<file path="config.mk">
export PLATFORM = sky130hd
export DESIGN_NAME = sadc_frame_ctrl
export DESIGN_NICKNAME = d
export VERILOG_FILES = /design/src/rtl/sadc_pkg.sv /design/src/rtl/sadc_timing.sv /design/src/rtl/sadc_chan_seq.sv /design/src/rtl/sadc_rx.sv /design/src/rtl/sadc_frame_ctrl.sv
export SDC_FILE = /design/constraint.sdc
export NUM_CORES = 1
export LEC_CHECK = 0
export ABC_AREA = 1
export BUFFER_PORTS_ARGS = -buffer_cell sky130_fd_sc_hd__buf_2
export CORE_MARGIN = 3
export CORE_UTILIZATION = 35
export CTS_BUF_LIST = sky130_fd_sc_hd__clkbuf_2 sky130_fd_sc_hd__clkbuf_4 sky130_fd_sc_hd__clkbuf_8
export DETAILED_ROUTE_END_ITERATION = 6
export PLACE_DENSITY = 0.66
export SYNTH_ARGS = -nofsm -noshare
export SYNTH_HDL_FRONTEND = slang
export SYNTH_SLANG_ARGS = --single-unit
export TNS_END_PERCENT = 10
</file>
<file path="constraint.sdc">
create_clock -name clk -period 1.6 [get_ports clk]
set_input_delay 0.24 -clock clk [delete_from_list [all_inputs] [get_ports clk]]
set_output_delay 0.24 -clock clk [all_outputs]
set_load 0.01 [all_outputs]
</file>
<file path="src/rtl/sadc_pkg.sv">
package sadc_pkg;
  localparam int SLOT_LEN   = 16;
  localparam int BIT_W      = $clog2(SLOT_LEN);
  localparam int LEAD_ZEROS = 4;
  localparam int RES_W      = 12;
  localparam int CH_W       = 3;
  localparam int WORD_W     = 16;
  localparam int ADDR_LSB   = 11;

  typedef logic [CH_W-1:0]  chan_t;
  typedef logic [RES_W-1:0] res_t;

  function automatic logic [WORD_W-1:0] ctrl_word(chan_t ch);
    logic [WORD_W-1:0] w;
    w = '0;
    w[ADDR_LSB +: CH_W] = ch;
    return w;
  endfunction
endpackage

</file>
<file path="src/rtl/sadc_timing.sv">
module sadc_timing
  import sadc_pkg::*;
#(
  parameter int DIV       = 4,
  parameter int MAX_SLOTS = 8,
  parameter int FLW       = $clog2(MAX_SLOTS + 1)
) (
  input  logic             clk,
  input  logic             rst,
  input  logic             enable,
  input  logic [FLW-1:0]   frame_len,
  output logic             cs_n,
  output logic             sclk,
  output logic             fall_evt,
  output logic             rise_evt,
  output logic [BIT_W-1:0] bit_idx
);
  localparam int HALF = DIV / 2;
  localparam int HCW  = (HALF > 1) ? $clog2(HALF) : 1;
  localparam int GCW  = $clog2(DIV + 1);

  typedef enum logic {ST_GAP, ST_FRAME} st_t;

  st_t              st_q;
  logic [HCW-1:0]   half_q;
  logic [GCW-1:0]   gap_q;
  logic [BIT_W-1:0] bit_q;
  logic [FLW-1:0]   slot_q, nslot_q, flen_eff;
  logic             done_q, cs_q, sclk_q;
  logic             tick;

  assign tick     = (half_q == HCW'(HALF - 1));
  assign fall_evt = (st_q == ST_FRAME) && tick && sclk_q && !done_q;
  assign rise_evt = (st_q == ST_FRAME) && tick && !sclk_q;
  assign cs_n     = cs_q;
  assign sclk     = sclk_q;
  assign bit_idx  = bit_q;

  always_comb begin
    if (frame_len == '0)                    flen_eff = FLW'(1);
    else if (frame_len > FLW'(MAX_SLOTS))   flen_eff = FLW'(MAX_SLOTS);
    else                                    flen_eff = frame_len;
  end

  always_ff @(posedge clk) begin
    if (rst) begin
      st_q    <= ST_GAP;
      half_q  <= '0;
      gap_q   <= '0;
      bit_q   <= '0;
      slot_q  <= '0;
      nslot_q <= FLW'(1);
      done_q  <= 1'b0;
      cs_q    <= 1'b1;
      sclk_q  <= 1'b1;
    end else if (st_q == ST_GAP) begin
      if (gap_q != GCW'(DIV)) gap_q <= gap_q + GCW'(1);
      if (gap_q == GCW'(DIV) && enable) begin
        st_q    <= ST_FRAME;
        cs_q    <= 1'b0;
        half_q  <= '0;
        bit_q   <= '0;
        slot_q  <= '0;
        nslot_q <= flen_eff;
        done_q  <= 1'b0;
      end
    end else begin
      half_q <= tick ? '0 : half_q + HCW'(1);
      if (tick) begin
        if (sclk_q) begin
          if (done_q) begin
            cs_q  <= 1'b1;
            st_q  <= ST_GAP;
            gap_q <= GCW'(1);
          end else begin
            sclk_q <= 1'b0;
          end
        end else begin
          sclk_q <= 1'b1;
          if (bit_q == BIT_W'(SLOT_LEN - 1)) begin
            bit_q <= '0;
            if (slot_q == nslot_q - FLW'(1)) done_q <= 1'b1;
            else slot_q <= slot_q + FLW'(1);
          end else begin
            bit_q <= bit_q + BIT_W'(1);
          end
        end
      end
    end
  end

  // clock parked high whenever chip select is high
  a_r1_idle_clock_high: assert property (@(posedge clk) disable iff (rst)
    cs_q |-> sclk_q);
  // the clock only falls inside a frame
  a_r2_fall_in_frame: assert property (@(posedge clk) disable iff (rst)
    $fell(sclk_q) |-> !cs_q);
  // a frame closes only after its last slot completed
  a_r3_whole_frame: assert property (@(posedge clk) disable iff (rst)
    $rose(cs_q) |-> ($past(done_q) && bit_q == '0));
  // full gap before a frame starts
  a_r4_gap_before_frame: assert property (@(posedge clk) disable iff (rst)
    $fell(cs_q) |-> ($past(gap_q) == GCW'(DIV) && $past(enable)));
endmodule

</file>
<file path="src/rtl/sadc_chan_seq.sv">
module sadc_chan_seq
  import sadc_pkg::*;
#(
  parameter int SCAN_DEPTH = 8,
  parameter int SLW        = $clog2(SCAN_DEPTH + 1)
) (
  input  logic                       clk,
  input  logic                       rst,
  input  logic [SLW-1:0]             scan_len,
  input  logic [SCAN_DEPTH*CH_W-1:0] scan_list,
  input  logic                       slot_start,
  input  logic                       slot_end,
  output chan_t                      cur_ch,
  output chan_t                      prev_ch,
  output logic                       have_prev
);
  localparam int PW = (SCAN_DEPTH > 1) ? $clog2(SCAN_DEPTH) : 1;

  chan_t          entry [SCAN_DEPTH];
  logic [PW-1:0]  ptr_q;
  logic [SLW-1:0] len_eff;
  logic           wrap;

  for (genvar i = 0; i < SCAN_DEPTH; i++) begin : g_entry
    assign entry[i] = scan_list[i*CH_W +: CH_W];
  end

  always_comb begin
    if (scan_len == '0)                      len_eff = SLW'(1);
    else if (scan_len > SLW'(SCAN_DEPTH))    len_eff = SLW'(SCAN_DEPTH);
    else                                     len_eff = scan_len;
  end

  assign wrap = (SLW'(ptr_q) + SLW'(1)) >= len_eff;

  always_ff @(posedge clk) begin
    if (rst) begin
      ptr_q     <= '0;
      cur_ch    <= '0;
      prev_ch   <= '0;
      have_prev <= 1'b0;
    end else begin
      if (slot_start) begin
        cur_ch <= entry[ptr_q];
        ptr_q  <= wrap ? '0 : ptr_q + PW'(1);
      end
      if (slot_end) begin
        prev_ch   <= cur_ch;
        have_prev <= 1'b1;
      end
    end
  end
endmodule

</file>
<file path="src/rtl/sadc_rx.sv">
module sadc_rx
  import sadc_pkg::*;
(
  input  logic             clk,
  input  logic             rst,
  input  logic             rise_evt,
  input  logic [BIT_W-1:0] bit_idx,
  input  logic             adc_dout,
  input  logic             have_prev,
  input  chan_t            prev_ch,
  input  logic             res_ready,
  output logic             res_valid,
  output res_t             res_data,
  output chan_t            res_chan
);
  res_t sh_q;
  logic keep_bit, slot_end;

  assign keep_bit = rise_evt && (bit_idx >= BIT_W'(LEAD_ZEROS));
  assign slot_end = rise_evt && (bit_idx == BIT_W'(SLOT_LEN - 1));

  always_ff @(posedge clk) begin
    if (rst) begin
      sh_q      <= '0;
      res_valid <= 1'b0;
      res_data  <= '0;
      res_chan  <= '0;
    end else begin
      if (keep_bit) sh_q <= {sh_q[RES_W-2:0], adc_dout};
      if (slot_end && have_prev) begin
        res_valid <= 1'b1;
        res_data  <= {sh_q[RES_W-2:0], adc_dout};
        res_chan  <= prev_ch;
      end else if (res_ready) begin
        res_valid <= 1'b0;
      end
    end
  end

  // a pending result is not withdrawn without a handshake
  a_r9_hold_until_ready: assert property (@(posedge clk) disable iff (rst)
    (res_valid && !res_ready) |=> res_valid);
endmodule

</file>
<file path="src/rtl/sadc_frame_ctrl.sv">
module sadc_frame_ctrl
  import sadc_pkg::*;
#(
  parameter int  DIV        = 4,
  parameter int  MAX_SLOTS  = 8,
  parameter int  SCAN_DEPTH = 8,
  localparam int FLW        = $clog2(MAX_SLOTS + 1),
  localparam int SLW        = $clog2(SCAN_DEPTH + 1)
) (
  input  logic                         clk,
  input  logic                         rst,
  input  logic                         enable,
  input  logic [FLW-1:0]               frame_len,
  input  logic [SLW-1:0]               scan_len,
  input  logic [SCAN_DEPTH*CH_W-1:0]   scan_list,
  input  logic                         adc_dout,
  output logic                         cs_n,
  output logic                         sclk,
  output logic                         adc_din,
  output logic                         res_valid,
  input  logic                         res_ready,
  output logic [RES_W-1:0]             res_data,
  output logic [CH_W-1:0]              res_chan
);
  logic             fall_evt, rise_evt, slot_start, slot_end, have_prev;
  logic [BIT_W-1:0] bit_idx;
  chan_t            cur_ch, prev_ch;
  logic [WORD_W-1:0] word;

  sadc_timing #(.DIV(DIV), .MAX_SLOTS(MAX_SLOTS), .FLW(FLW)) u_timing (
    .clk(clk), .rst(rst), .enable(enable), .frame_len(frame_len),
    .cs_n(cs_n), .sclk(sclk), .fall_evt(fall_evt), .rise_evt(rise_evt),
    .bit_idx(bit_idx)
  );

  assign slot_start = fall_evt && (bit_idx == '0);
  assign slot_end   = rise_evt && (bit_idx == BIT_W'(SLOT_LEN - 1));

  sadc_chan_seq #(.SCAN_DEPTH(SCAN_DEPTH), .SLW(SLW)) u_seq (
    .clk(clk), .rst(rst), .scan_len(scan_len), .scan_list(scan_list),
    .slot_start(slot_start), .slot_end(slot_end),
    .cur_ch(cur_ch), .prev_ch(prev_ch), .have_prev(have_prev)
  );

  sadc_rx u_rx (
    .clk(clk), .rst(rst), .rise_evt(rise_evt), .bit_idx(bit_idx),
    .adc_dout(adc_dout), .have_prev(have_prev), .prev_ch(prev_ch),
    .res_ready(res_ready), .res_valid(res_valid), .res_data(res_data),
    .res_chan(res_chan)
  );

  // channel bits are sent after the slot-start load, bit 15 is always zero
  assign word = ctrl_word(cur_ch);

  always_ff @(posedge clk) begin
    if (rst)           adc_din <= 1'b0;
    else if (fall_evt) adc_din <= word[BIT_W'(WORD_W - 1) - bit_idx];
  end

  // the data line only moves with a falling clock
  a_r5_din_on_fall: assert property (@(posedge clk) disable iff (rst)
    !$stable(adc_din) |-> $fell(sclk));
  // no result before a slot with a known channel has finished
  a_r8_first_dropped: assert property (@(posedge clk) disable iff (rst)
    $rose(res_valid) |-> $past(have_prev));
endmodule

</file>
==> reports/results.tsv <==
metric	value	unit
Final #Nets	508	
combinational power share	0.076	
GPL Wtd Cong	0.830	
Hold WC Path Type	input port to register	
Top-Level Pins	56	
Clk network pwr share	0.486	
DP HPWL	4.73	mm
Top FF cell, synth	dfxtp_1	
total core area	7810	sq um
path depth of the worst reg2reg path	7	
Post-synth EDFFs	0	
hold wc startpoint	res_ready	
root cell of the clock tree	clkbuf_8	
Sw Pwr	0.000733	W
Area Overhead vs Synth	28.1	%
setup ws final	0.0425	ns
Die ar.	9240	sq um
ranking of synthesized cells by area	dfxtp_1, nor2_1, nand2_1, o21ai_0, nand3_1	
switch share	0.217	
clock skew	0.00979	ns
global-route wire length before repair	11.1	mm
Non-Filler Instances	567	
Crit Path Class	register to register	
flops & latches, synth	58	
antenna cells	0	
cell taking the most area after synthesis	dfxtp_1	
H-tree levels	3	
placed insts	551	
Yosys cell types	36	
CP Capture Type	register	
asr flop ratio synth	0	
Seq pwr share	0.439	
Max clock buf depth	2	
CTS tree	done	
Max Cap Viol	0	
RSZ-0062 raised after global routing	true	
Cells after Synth	390	
WHS Endpoint	u_rx.res_valid$_SDFFE_PP0P_	
initial cell density of the core	0.364	
clock-pin slew on the worst setup and hold paths	0.07	ns
Yosys top cell area share	0.408	
antenna violations before repair	0	
share of cells above drive strength 1	0.273	
Crit Reg-Reg Endpoint	u_seq.ptr_q[1]$_SDFFE_PP0P_	
max frequency	642	MHz
Rel. slew slack	0.736	
iteration count of the initial detailed-routing pass	4	
setup TNS	0	ns
CP max FO	2	
worst path required time	1.87	ns
num rows	32	
Startpoint Class	register	
Clock Sinks	58	
Num CTS Buffers	9	
Hold Vio Cnt, Final	0	
post-route ant nets	0	
cts hold-fix bufs	0	
Ys Warns	0	
period utilization	0.973	
largest net degree at the start of global routing	31	
Slew @ Worst Pin	0.395	ns
vias in the first global route	2586	
Final Critical Period	1.56	ns
sequential area share after synthesis	0.408	
vias	2753	
hold-critical path depth	4	
# DRC	0	
Total GRT Usage	0.152	
status	finished clean	
P_leak	1.62	nW
Die X	96.1	um
flop2flop setup slack	0.04	ns
post-synthesis average cell area	7.29	sq um
die height	96.1	um
final setup violation count	0	
Clock Latency Late Sink	0.34	ns
WL final	6.50	mm
Max Transition Viols Final	0	
Reg-to-Reg Start	u_seq.ptr_q[0]$_SDFFE_PP0P_	
Post-CTS Setup Inserts	0	
Wirelength per Cell	11.5	um
syn_nets	438	
grt ovf	0	
Power Dens Cells	927	nW/um^2
Vias/cell	4.86	
Pint	0.00265	W
synthesized area	2840	sq um
DP Worst Slack	-0.111	ns
initial drt markers	128	
IR drop worst, VDD	428	uV
Port-buffer cells	55	
Critical Path AT	1.83	ns
-- routing by layer --
layer / track usage / vias up / wire length (um)
li1: - / 1435 / -
met1: 0.195 / 1246 / 3090
met2: 0.238 / 62 / 2910
met3: 0.0399 / 10 / 389
met4: 0.0675 / 0 / 99
met5: 0 / - / 0
-- synth_stat cells (3+ instances only) --
master	instances
o21ai_0	36
dfxtp_1	58
nand3_2	3
a22oi_1	3
nand3_1	33
ha_1	11
nand2_1	59
buf_6	3
nor3_1	3
o211ai_1	8
inv_1	31
a21oi_2	3
clkbuf_1	9
a21oi_1	32
nor2_1	70
-- kinds of logic (layout without fill, tap and decap cells) --
group                    Yosys count  count (layout)  synth area share
flip-flops                        58              58             0.408
XOR/XNOR                           2               2           0.00616
AO/OA/AOI/OAI                     87              87             0.173
AND/OR/NAND/NOR                  181             181             0.285
buffers and inverters             51             126            0.0796
adder cells (fa/ha/maj)           11              11            0.0484
-- registers in the layout, indices dropped and copies added, names as in the netlist --
name and count:
adc_din 1, u_rx.res_chan 3, u_rx.res_data 12, u_rx.res_valid 1
u_rx.sh_q 11, u_seq.cur_ch 3, u_seq.have_prev 1, u_seq.prev_ch 3
u_seq.ptr_q 3, u_timing.bit_idx 4, u_timing.cs_n 1, u_timing.done_q 1
u_timing.gap_q 3, u_timing.half_q 1, u_timing.nslot_q 4, u_timing.sclk 1
u_timing.slot_q 4, u_timing.st_q 1
-- placed cells by master (no fill, tap or decap), types with 2 or more instances in the layout --
master | synthesis | final
nand2_1 | 59 | 57
a22oi_1 | 3 | 3
dfxtp_1 | 58 | 55
inv_1 | 31 | 29
buf_4 | 2 | 18
clkbuf_8 | 0 | 9
nand2_4 | 2 | 2
buf_2 | 2 | 55
xor2_1 | 2 | 2
bufinv_16 | 0 | 3
clkbuf_4 | 0 | 2
inv_2 | 2 | 4
ha_1 | 11 | 8
nand3_1 | 33 | 31
nor2_1 | 70 | 67
a21oi_1 | 32 | 30
nand3_2 | 3 | 4
nor3_1 | 3 | 3
nand4_1 | 2 | 2
ha_4 | 0 | 3
nand3_4 | 1 | 2
o211ai_1 | 8 | 8
nand2_2 | 1 | 3
nor2_4 | 1 | 2
a21oi_2 | 3 | 5
o21ai_0 | 36 | 36
dfxtp_2 | 0 | 2
nor2_2 | 2 | 4
-- worst max-delay path: stages, from the launching register on --
cell and delay (ns):
dfxtp_4 0.36, ha_4 0.15, xor2_1 0.20, ha_1 0.28, nand3_1 0.10, nand3_2 0.10
nand3b_1 0.18, a21oi_2 0.12
-- power groups by stage --
stage                     Combinational [W]  Clock [W]  Sequential, W
final                              0.000256    0.00164        0.00148
after global routing               0.000291    0.00174        0.00149
after CTS                          0.000242    0.00168        0.00148
after detailed placement           0.000236          0        0.00152
after global placement             0.000229          0        0.00151
after floorplan                    0.000139          0        0.00151
-- layout make-up --
cell class / instances / area, sq um
clock buffer: 11 / 139
clock inverter: 5 / 103
fill: 779 / 4160
inverter: 35 / 134
multi-input combinational: 281 / 1540
sequential: 58 / 1170
tap: 102 / 128
timing repair buffer: 75 / 437
-- per-stage QoR --
step	instance area [sq um]	utilization	hold WS (ns)	power (W)
2_1_floorplan	2850	-	0.342	0.00165
3_3_place_gp	3300	0.423	0.439	0.00174
3_5_place_dp	3300	0.423	0.444	0.00175
4_1_cts	3580	0.459	0.150	0.00340
5_1_grt	3640	0.467	0.166	0.00351
6_report	3640	0.467	0.155	0.00338
-- timing repair --
item	CTS	global route
gates resized for setup	6	17
pin swaps	5	6
endpoints found under the hold margin	0	0
endpoints found under the setup margin	2	12
-- worst max-delay path by stage --
stage,end,startpoint
CTS,u_timing.slot_q[1]$_SDFFE_PP0P_,u_timing.nslot_q[1]$_SDFFE_PP0P_
global placement,u_seq.ptr_q[2]$_SDFFE_PP0P_,scan_len[1]
global route,u_seq.ptr_q[1]$_SDFFE_PP0P_,u_seq.ptr_q[1]$_SDFFE_PP0P_
detailed placement,u_seq.ptr_q[2]$_SDFFE_PP0P_,scan_len[1]
finish,u_seq.ptr_q[1]$_SDFFE_PP0P_,u_seq.ptr_q[0]$_SDFFE_PP0P_
floorplan,u_seq.ptr_q[2]$_SDFFE_PP0P_,u_seq.ptr_q[1]$_SDFFE_PP0P_
(Power assumes the default switching activity.)
